### config.mk
export PLATFORM = sky130hd
export DESIGN_NAME = vos_unit
export DESIGN_NICKNAME = d
export VERILOG_FILES = /design/src/rtl/vos_pkg.sv /design/src/rtl/vos_decode.sv /design/src/rtl/vos_fwd.sv /design/src/rtl/vos_byte_shifter.sv /design/src/rtl/vos_unit.sv
export SDC_FILE = /design/constraint.sdc
export NUM_CORES = 1
export LEC_CHECK = 0
export CAP_MARGIN = 20
export CORE_ASPECT_RATIO = 1.5
export CORE_MARGIN = 2
export CORE_UTILIZATION = 49
export DETAILED_ROUTE_END_ITERATION = 6
export GPL_TIMING_DRIVEN = 1
export MAX_ROUTING_LAYER = met4
export PLACE_DENSITY = 0.86
export SYNTH_ARGS = -nofsm -noshare
export SYNTH_HDL_FRONTEND = slang
export SYNTH_HIERARCHICAL = 1
export SYNTH_SLANG_ARGS = --single-unit
### constraint.sdc
create_clock -name clk -period 3.6 [get_ports clk]
set_clock_uncertainty 0.15 [all_clocks]
set_input_delay 0.36 -clock clk [delete_from_list [all_inputs] [get_ports clk]]
set_output_delay 0.36 -clock clk [all_outputs]
set_load 0.01 [all_outputs]
### src/rtl/vos_pkg.sv
package vos_pkg;
  localparam int unsigned VEC_W_DEF  = 128;
  localparam int unsigned IDX_W_DEF  = 7;
  localparam int unsigned INSTR_W    = 32;

  localparam logic [31:0] SHORT_MASK = 32'hFC00_07FF;
  localparam logic [31:0] SHORT_PAT  = 32'h1000_044C;
  localparam logic [31:0] WIDE_MASK  = 32'hFC00_03D0;
  localparam logic [31:0] WIDE_PAT   = 32'h1400_03D0;

  typedef enum logic [1:0] {
    FORM_NONE  = 2'b00,
    FORM_SHORT = 2'b01,
    FORM_WIDE  = 2'b10
  } form_e;

  typedef struct packed {
    form_e      form;
    logic [6:0] dst;
    logic [6:0] src_a;
    logic [6:0] src_b;
  } dec_t;

  function automatic logic match_short(input logic [31:0] w);
    return (w & SHORT_MASK) == SHORT_PAT;
  endfunction

  function automatic logic match_wide(input logic [31:0] w);
    return (w & WIDE_MASK) == WIDE_PAT;
  endfunction

  function automatic dec_t decode_word(input logic [31:0] w);
    dec_t d;
    d.form  = FORM_NONE;
    d.dst   = {2'b00, w[25:21]};
    d.src_a = {2'b00, w[20:16]};
    d.src_b = {2'b00, w[15:11]};
    if (match_short(w)) begin
      d.form = FORM_SHORT;
    end else if (match_wide(w)) begin
      d.form  = FORM_WIDE;
      d.dst   = {w[3:2], w[25:21]};
      d.src_a = {w[10], w[5], w[20:16]};
      d.src_b = {w[1:0], w[15:11]};
    end
    return d;
  endfunction
endpackage

### src/rtl/vos_decode.sv
module vos_decode
  import vos_pkg::*;
#(
  parameter int unsigned IDX_W = IDX_W_DEF
) (
  input  logic [31:0]      instr_i,
  output logic             is_short_o,
  output logic             is_wide_o,
  output logic [IDX_W-1:0] dst_o,
  output logic [IDX_W-1:0] src_a_o,
  output logic [IDX_W-1:0] src_b_o
);
  dec_t dec;

  always_comb begin
    dec        = decode_word(instr_i);
    is_short_o = (dec.form == FORM_SHORT);
    is_wide_o  = (dec.form == FORM_WIDE);
    dst_o      = IDX_W'(dec.dst);
    src_a_o    = IDX_W'(dec.src_a);
    src_b_o    = IDX_W'(dec.src_b);
  end
endmodule

### src/rtl/vos_fwd.sv
module vos_fwd #(
  parameter int unsigned VEC_W = 128,
  parameter int unsigned IDX_W = 7
) (
  input  logic [IDX_W-1:0] rd_idx_i,
  input  logic [VEC_W-1:0] rf_data_i,
  input  logic             wr_en_i,
  input  logic [IDX_W-1:0] wr_idx_i,
  input  logic [VEC_W-1:0] wr_data_i,
  output logic             hit_o,
  output logic [VEC_W-1:0] data_o
);
  always_comb begin
    hit_o  = wr_en_i && (wr_idx_i == rd_idx_i);
    data_o = hit_o ? wr_data_i : rf_data_i;
  end
endmodule

### src/rtl/vos_byte_shifter.sv
module vos_byte_shifter #(
  parameter int unsigned VEC_W = 128,
  localparam int unsigned NBYTES = VEC_W / 8,
  localparam int unsigned CNT_W  = $clog2(NBYTES)
) (
  input  logic [VEC_W-1:0] data_i,
  input  logic [CNT_W-1:0] cnt_i,
  output logic [VEC_W-1:0] data_o
);
  logic [VEC_W-1:0] stage [CNT_W+1];

  assign stage[0] = data_i;

  for (genvar k = 0; k < CNT_W; k++) begin : g_stage
    localparam int unsigned SH = 8 * (1 << k);
    assign stage[k+1] = cnt_i[k] ? (stage[k] >> SH) : stage[k];
  end

  assign data_o = stage[CNT_W];
endmodule

### src/rtl/vos_unit.sv
module vos_unit
  import vos_pkg::*;
#(
  parameter int unsigned VEC_W = VEC_W_DEF,
  parameter int unsigned IDX_W = IDX_W_DEF,
  localparam int unsigned NBYTES  = VEC_W / 8,
  localparam int unsigned CNT_W   = $clog2(NBYTES),
  localparam int unsigned CNT_LSB = 3
) (
  input  logic             clk,
  input  logic             rst_n,
  input  logic             issue_valid_i,
  input  logic [31:0]      instr_i,
  output logic [IDX_W-1:0] rd_a_idx_o,
  input  logic [VEC_W-1:0] rd_a_data_i,
  output logic [IDX_W-1:0] rd_b_idx_o,
  input  logic [VEC_W-1:0] rd_b_data_i,
  output logic             wr_en_o,
  output logic [IDX_W-1:0] wr_idx_o,
  output logic [VEC_W-1:0] wr_data_o,
  output logic             illegal_o
);
  logic             dec_short;
  logic             dec_wide;
  logic             dec_legal;
  logic [IDX_W-1:0] dec_dst;
  logic [IDX_W-1:0] dec_a;
  logic [IDX_W-1:0] dec_b;
  logic             fwd_hit_a;
  logic             fwd_hit_b;
  logic [VEC_W-1:0] op_a;
  logic [VEC_W-1:0] op_b;
  logic [CNT_W-1:0] shift_cnt;
  logic [VEC_W-1:0] shift_res;
  logic             wr_en_q;
  logic [IDX_W-1:0] wr_idx_q;
  logic [VEC_W-1:0] wr_data_q;
  logic             illegal_q;

  vos_decode #(.IDX_W(IDX_W)) u_dec (
    .instr_i    (instr_i),
    .is_short_o (dec_short),
    .is_wide_o  (dec_wide),
    .dst_o      (dec_dst),
    .src_a_o    (dec_a),
    .src_b_o    (dec_b)
  );

  assign dec_legal  = dec_short || dec_wide;
  assign rd_a_idx_o = dec_a;
  assign rd_b_idx_o = dec_b;

  vos_fwd #(.VEC_W(VEC_W), .IDX_W(IDX_W)) u_fwd_a (
    .rd_idx_i  (dec_a),
    .rf_data_i (rd_a_data_i),
    .wr_en_i   (wr_en_q),
    .wr_idx_i  (wr_idx_q),
    .wr_data_i (wr_data_q),
    .hit_o     (fwd_hit_a),
    .data_o    (op_a)
  );

  vos_fwd #(.VEC_W(VEC_W), .IDX_W(IDX_W)) u_fwd_b (
    .rd_idx_i  (dec_b),
    .rf_data_i (rd_b_data_i),
    .wr_en_i   (wr_en_q),
    .wr_idx_i  (wr_idx_q),
    .wr_data_i (wr_data_q),
    .hit_o     (fwd_hit_b),
    .data_o    (op_b)
  );

  // Count field: bits 6..3 of the least significant byte of operand B.
  assign shift_cnt = op_b[CNT_LSB +: CNT_W];

  vos_byte_shifter #(.VEC_W(VEC_W)) u_shift (
    .data_i (op_a),
    .cnt_i  (shift_cnt),
    .data_o (shift_res)
  );

  always_ff @(posedge clk or negedge rst_n) begin
    if (!rst_n) begin
      wr_en_q   <= 1'b0;
      wr_idx_q  <= '0;
      wr_data_q <= '0;
      illegal_q <= 1'b0;
    end else begin
      wr_en_q   <= issue_valid_i && dec_legal;
      illegal_q <= issue_valid_i && !dec_legal;
      if (issue_valid_i && dec_legal) begin
        wr_idx_q  <= dec_dst;
        wr_data_q <= shift_res;
      end
    end
  end

  assign wr_en_o   = wr_en_q;
  assign wr_idx_o  = wr_idx_q;
  assign wr_data_o = wr_data_q;
  assign illegal_o = illegal_q;
endmodule

Yosys cells after proc, flatten, opt, wreduce, memory -nomap -nowiden --
Cells that the tools add are included.
Storage, ports and cells: logic and storage cells 28, bits in latches 0, input port bits 291, bits in read-only memories 0, flip-flop bits (word level) 137, RAM bits 0, memories 0
Cells by class: mux-type cells 9, shift-type cells 0, magnitude comparators 0, multipliers 0, eq/ne operators 7, bitwise gates (word level) 0, reductions and logical operators 7, $add $sub $neg 0, div/mod/pow operators 0
Operators by type and width (number):
- $mux 128 | 5
- $mux 23 | 1
- $mux 21 | 1
- $eq 17x14->1 const B | 1
- $eq 7x7->1 | 2
- $eq 11x8->1 const B | 1
- $mux 7 | 1
- $ne 5x1->1 const B | 1
- $logic_and 1x1->1 | 4
- $eq 2x1->1 const B | 1
- $eq 2x2->1 const B | 1
- $mux 2 | 1
- $reduce_and 2->1 | 1
- $logic_not 1->1 | 1
- $logic_or 1x1->1 | 1

Depth between registers and ports, before layout --
depth in word-level cells 10, depth in mapped cells 18

Modules after synthesis --
The synthesis kept the hierarchy.
Modules (own cells, without submodules):
- vos_unit | cells an instance 289, seq. area each 3428.3 µm², instances 1, area an instance 5222.5 µm²
- vos_byte_shifter | cells an instance 715, seq. area each 0.0 µm², instances 1, area an instance 4822.1 µm²
- vos_fwd | cells an instance 152, seq. area each 0.0 µm², instances 2, area an instance 2152.1 µm²
- vos_decode | cells an instance 30, seq. area each 0.0 µm², instances 1, area an instance 246.5 µm²

Worst setup path before layout --
OpenSTA, ideal clock, no wires.
path type input to register, from input instr_i[30], to register wr_data_q[22] (netlist: wr_data_o[22]), path slack -0.164 ns, cell stages on the path 16, setup time 0.125 ns, buffers on the path 5, data arrival time 3.489 ns, cells stage by stage and4bb_1 -> and4_1 -> buf_6 -> and2_1 -> xnor2_1 -> nand4_1 -> nor2_4 -> buf_6 -> mux2_1 -> buf_4 -> or2_2 -> clkbuf_1 -> clkbuf_1 -> o221ai_1 -> o221ai_1 -> mux2_2
RTL lines:
- from (decl) | line vos_unit.sv:13 | input logic [31:0] instr_i,
- $eq 11x8->1 | line vos_pkg.sv:29 | return (w & WIDE_MASK) == WIDE_PAT;
- $mux 23 | line vos_pkg.sv:40 | end else if (match_wide(w)) begin
- $mux 2 (*) | line vos_pkg.sv:38 | if (match_short(w)) begin
- $eq 2x2->1 (*) | line vos_decode.sv:18 | is_wide_o = (dec.form == FORM_WIDE);
- named net dec_wide | line vos_unit.sv:24 | logic dec_wide;
- $logic_or 1x1->1 (*) | line vos_unit.sv:49 | assign dec_legal = dec_short || dec_wide;
- $logic_and 1x1->1 (*) | line vos_unit.sv:91 | if (issue_valid_i && dec_legal) begin
- to (signal assigned) | line vos_unit.sv:93 | wr_data_q <= shift_res;
- to (decl) | line vos_unit.sv:37 | logic [VEC_W-1:0] wr_data_q;
Mark *: on every way through the listed nets, which the timed path passes. The rest lies on a longest branch. The select of a mux whose other input is x is not followed. A chain may end at the register's enable or synchronous reset.

Worst setup path in the final report --
from input instr_i[31], to register wr_data_q[8] (netlist: wr_data_o[8])
The elaborated chain is that of the path after synthesis.

==> impl_metrics.env <==
export IMPL_status="complete, but fails checks"
export IMPL_violations="design-rule violations, negative setup slack"
export IMPL_fin_setup_tns_ps=-1500
export IMPL_ys_warn_count=6
export IMPL_worst_slew_pin_slew_ps=972
export IMPL_p_comb_share_pct=35.5
export IMPL_antenna_left=0
export IMPL_internal_power_w=0.00334
export IMPL_syn_avg_cell_area_sq_um=10.5
export IMPL_max_cap_viol_count=0
export IMPL_layout_min_cycle_time_ps=3700
export IMPL_place_congestion=1.08
export IMPL_period_share_pct=103
export IMPL_drc_errors=3
export IMPL_synth_area_sq_mm=0.0126
export IMPL_instances_no_fill=2128
export IMPL_cp_required_ps=3790
export IMPL_clk_pin_slew_ps=70
export IMPL_coreArea_sq_mm=0.0251
export IMPL_syn_inst=1201
export IMPL_fmax_mhz=270
export IMPL_syn_nets=1492
export IMPL_pwr_share_clk_pct=34.2
export IMPL_num_fill_cells=1582
export IMPL_end_kind="flop"
export IMPL_clock_latency_ps=450
export IMPL_via_count=14142
export IMPL_tritoncts="done"
export IMPL_power_switching_w=0.00179
export IMPL_grt_pass1_vias=13828
export IMPL_die_y_um=200
export IMPL_min_path_type="in2async"
export IMPL_seqPwrFrac_pct=30.3
export IMPL_rows=71
export IMPL_irDropWorstVdd_uv=385
export IMPL_io_pins=442
export IMPL_cellLeakagePower_nw=8.96
export IMPL_slew_headroom_pct=35.2
export IMPL_worstSetupPathType="in2reg"
export IMPL_power_total_w=0.00513
export IMPL_grt_pass1_wl_um=94300
export IMPL_first_iter_violations=1880
export IMPL_cts_buffers=17
export IMPL_avgRoutedWirePerCell_um=32.6
export IMPL_placed_cells=2031
export IMPL_startpoint="instr_i[31]"
export IMPL_grt_use_total_pct=49.7
export IMPL_wl_um=69500
export IMPL_dp_slack_ps=-875
export IMPL_overflow=0
export IMPL_slew_viol_final=0
export IMPL_drtPass1Iterations=7
export IMPL_hold_violations=0
export IMPL_syn_to_final_growth_pct=57.2
export IMPL_htree_levels=4
export IMPL_die_area_sq_mm=0.0270
export IMPL_finalWorstSetupSlack_ps=-100
export IMPL_final_cell_mix="buf_4 (314), clkdlybuf4s50_1 (305), mux2_4 (165), mux2_2 (157), dfrtp_1 (137)"
export IMPL_start_util_pct=50.1
export IMPL_viasPerCell=6.65
export IMPL_final_common_cell="buf_4"
export IMPL_hpwlAfterDp_um=49600
export IMPL_crit_path_max_fanout=8
export IMPL_worstReg2RegStart="wr_idx_o[2]$_DFFE_PN0P_"
export IMPL_drive_gt1_share_pct=46.0
export IMPL_fin_nets=2077
export IMPL_root_buffer="clkbuf_16"
export IMPL_p_per_area_mw_per_mm2=260
export IMPL_grt_max_degree=86
export IMPL_crit_arrival_ps=3890
export IMPL_cp_start_kind="input port"
export IMPL_antenna_found_initial=2
export IMPL_dieWidth_um=135
export IMPL_clockBufferDepth=2
export IMPL_setup_violations_final=53
export IMPL_netSwitchingFraction_pct=34.9
export IMPL_io_buffer_count=317
export IMPL_cts_sinks=137
timing repair:
item	4_1_cts	5_1_grt
hold endpoints to repair	84	0
endpoints found under the setup margin	115	135
gates cloned	6	7
pin swaps	10	24
hold buffers	1	0
gates resized for setup	76	127
buffers inserted	25	30
critical path, stage by stage:
cell and delay (ps):
dlygate4sd2_1 260, nor2_2 140, and4_4 280, buf_6 110, and2_4 160, xnor2_2 110, nand4_1 170, nor2_4 200
buf_6 200, buf_12 170, mux2_4 370, buf_4 150, mux2_4 270, buf_4 160, o211ai_1 250, o221ai_1 190
mux2_2 290
final timing paths:
path / end / slack (ps) / cells past startpoint
min in group clk: wr_idx_o[1]$_DFFE_PN0P_ / 380 / 2
max in group asynchronous: wr_data_o[49]$_DFFE_PN0P_ / 1970 / 3
worst max register to register: wr_data_o[8]$_DFFE_PN0P_ / 40 / 12
worst min register to register: wr_data_o[21]$_DFFE_PN0P_ / 390 / 1
worst min-delay path: wr_data_o[116]$_DFFE_PN0P_ / 350 / 2
worst max-delay path: wr_data_o[8]$_DFFE_PN0P_ / -100 / 17
stage by stage:
stage	hold WS [ps]	area, sq um	util [%]
after floorplan	-85.6	12600	-
after global placement	368	17800	71.0
after detailed placement	363	17800	71.0
after CTS	357	19000	75.7
after global routing	373	19800	78.7
final	353	19800	78.7
cell type report:
cell class                 instances  area [sq um]  share of cell area (%)
multi-input combinational        942          8880                    44.9
antenna                            1          2.50                  0.0127
sequential                       137          3430                    17.3
tap                              328           410                    2.07
inverter                           3          11.3                  0.0569
timing repair buffer             685          6490                    32.8
clock inverter                    15           131                   0.664
clock buffer                      17           425                    2.15
sequential cells by signal (all words and copies together) (netlist names):
signal,flops
wr_en_o,1
wr_data_o,128
illegal_o,1
wr_idx_o,7
layer usage:
layer,GRT usage [%],routed length (um),up-vias
met3,9.39,7090,453
met1,56.8,23700,6742
met4,39.3,8150,0
met2,75.5,30600,1304
li1,-,-,5643
met5,-,0,-
power groups by stage:
stage / combinational [W] / sequential, W / clock, W
after floorplan: 0.000675 / 0.00159 / 0
after global placement: 0.00155 / 0.00159 / 0
after detailed placement: 0.00155 / 0.00159 / 0
after CTS: 0.00163 / 0.00156 / 0.00174
after global routing: 0.00185 / 0.00156 / 0.00182
final: 0.00182 / 0.00156 / 0.00175
Note: power is estimated with default switching activity, not from simulation.
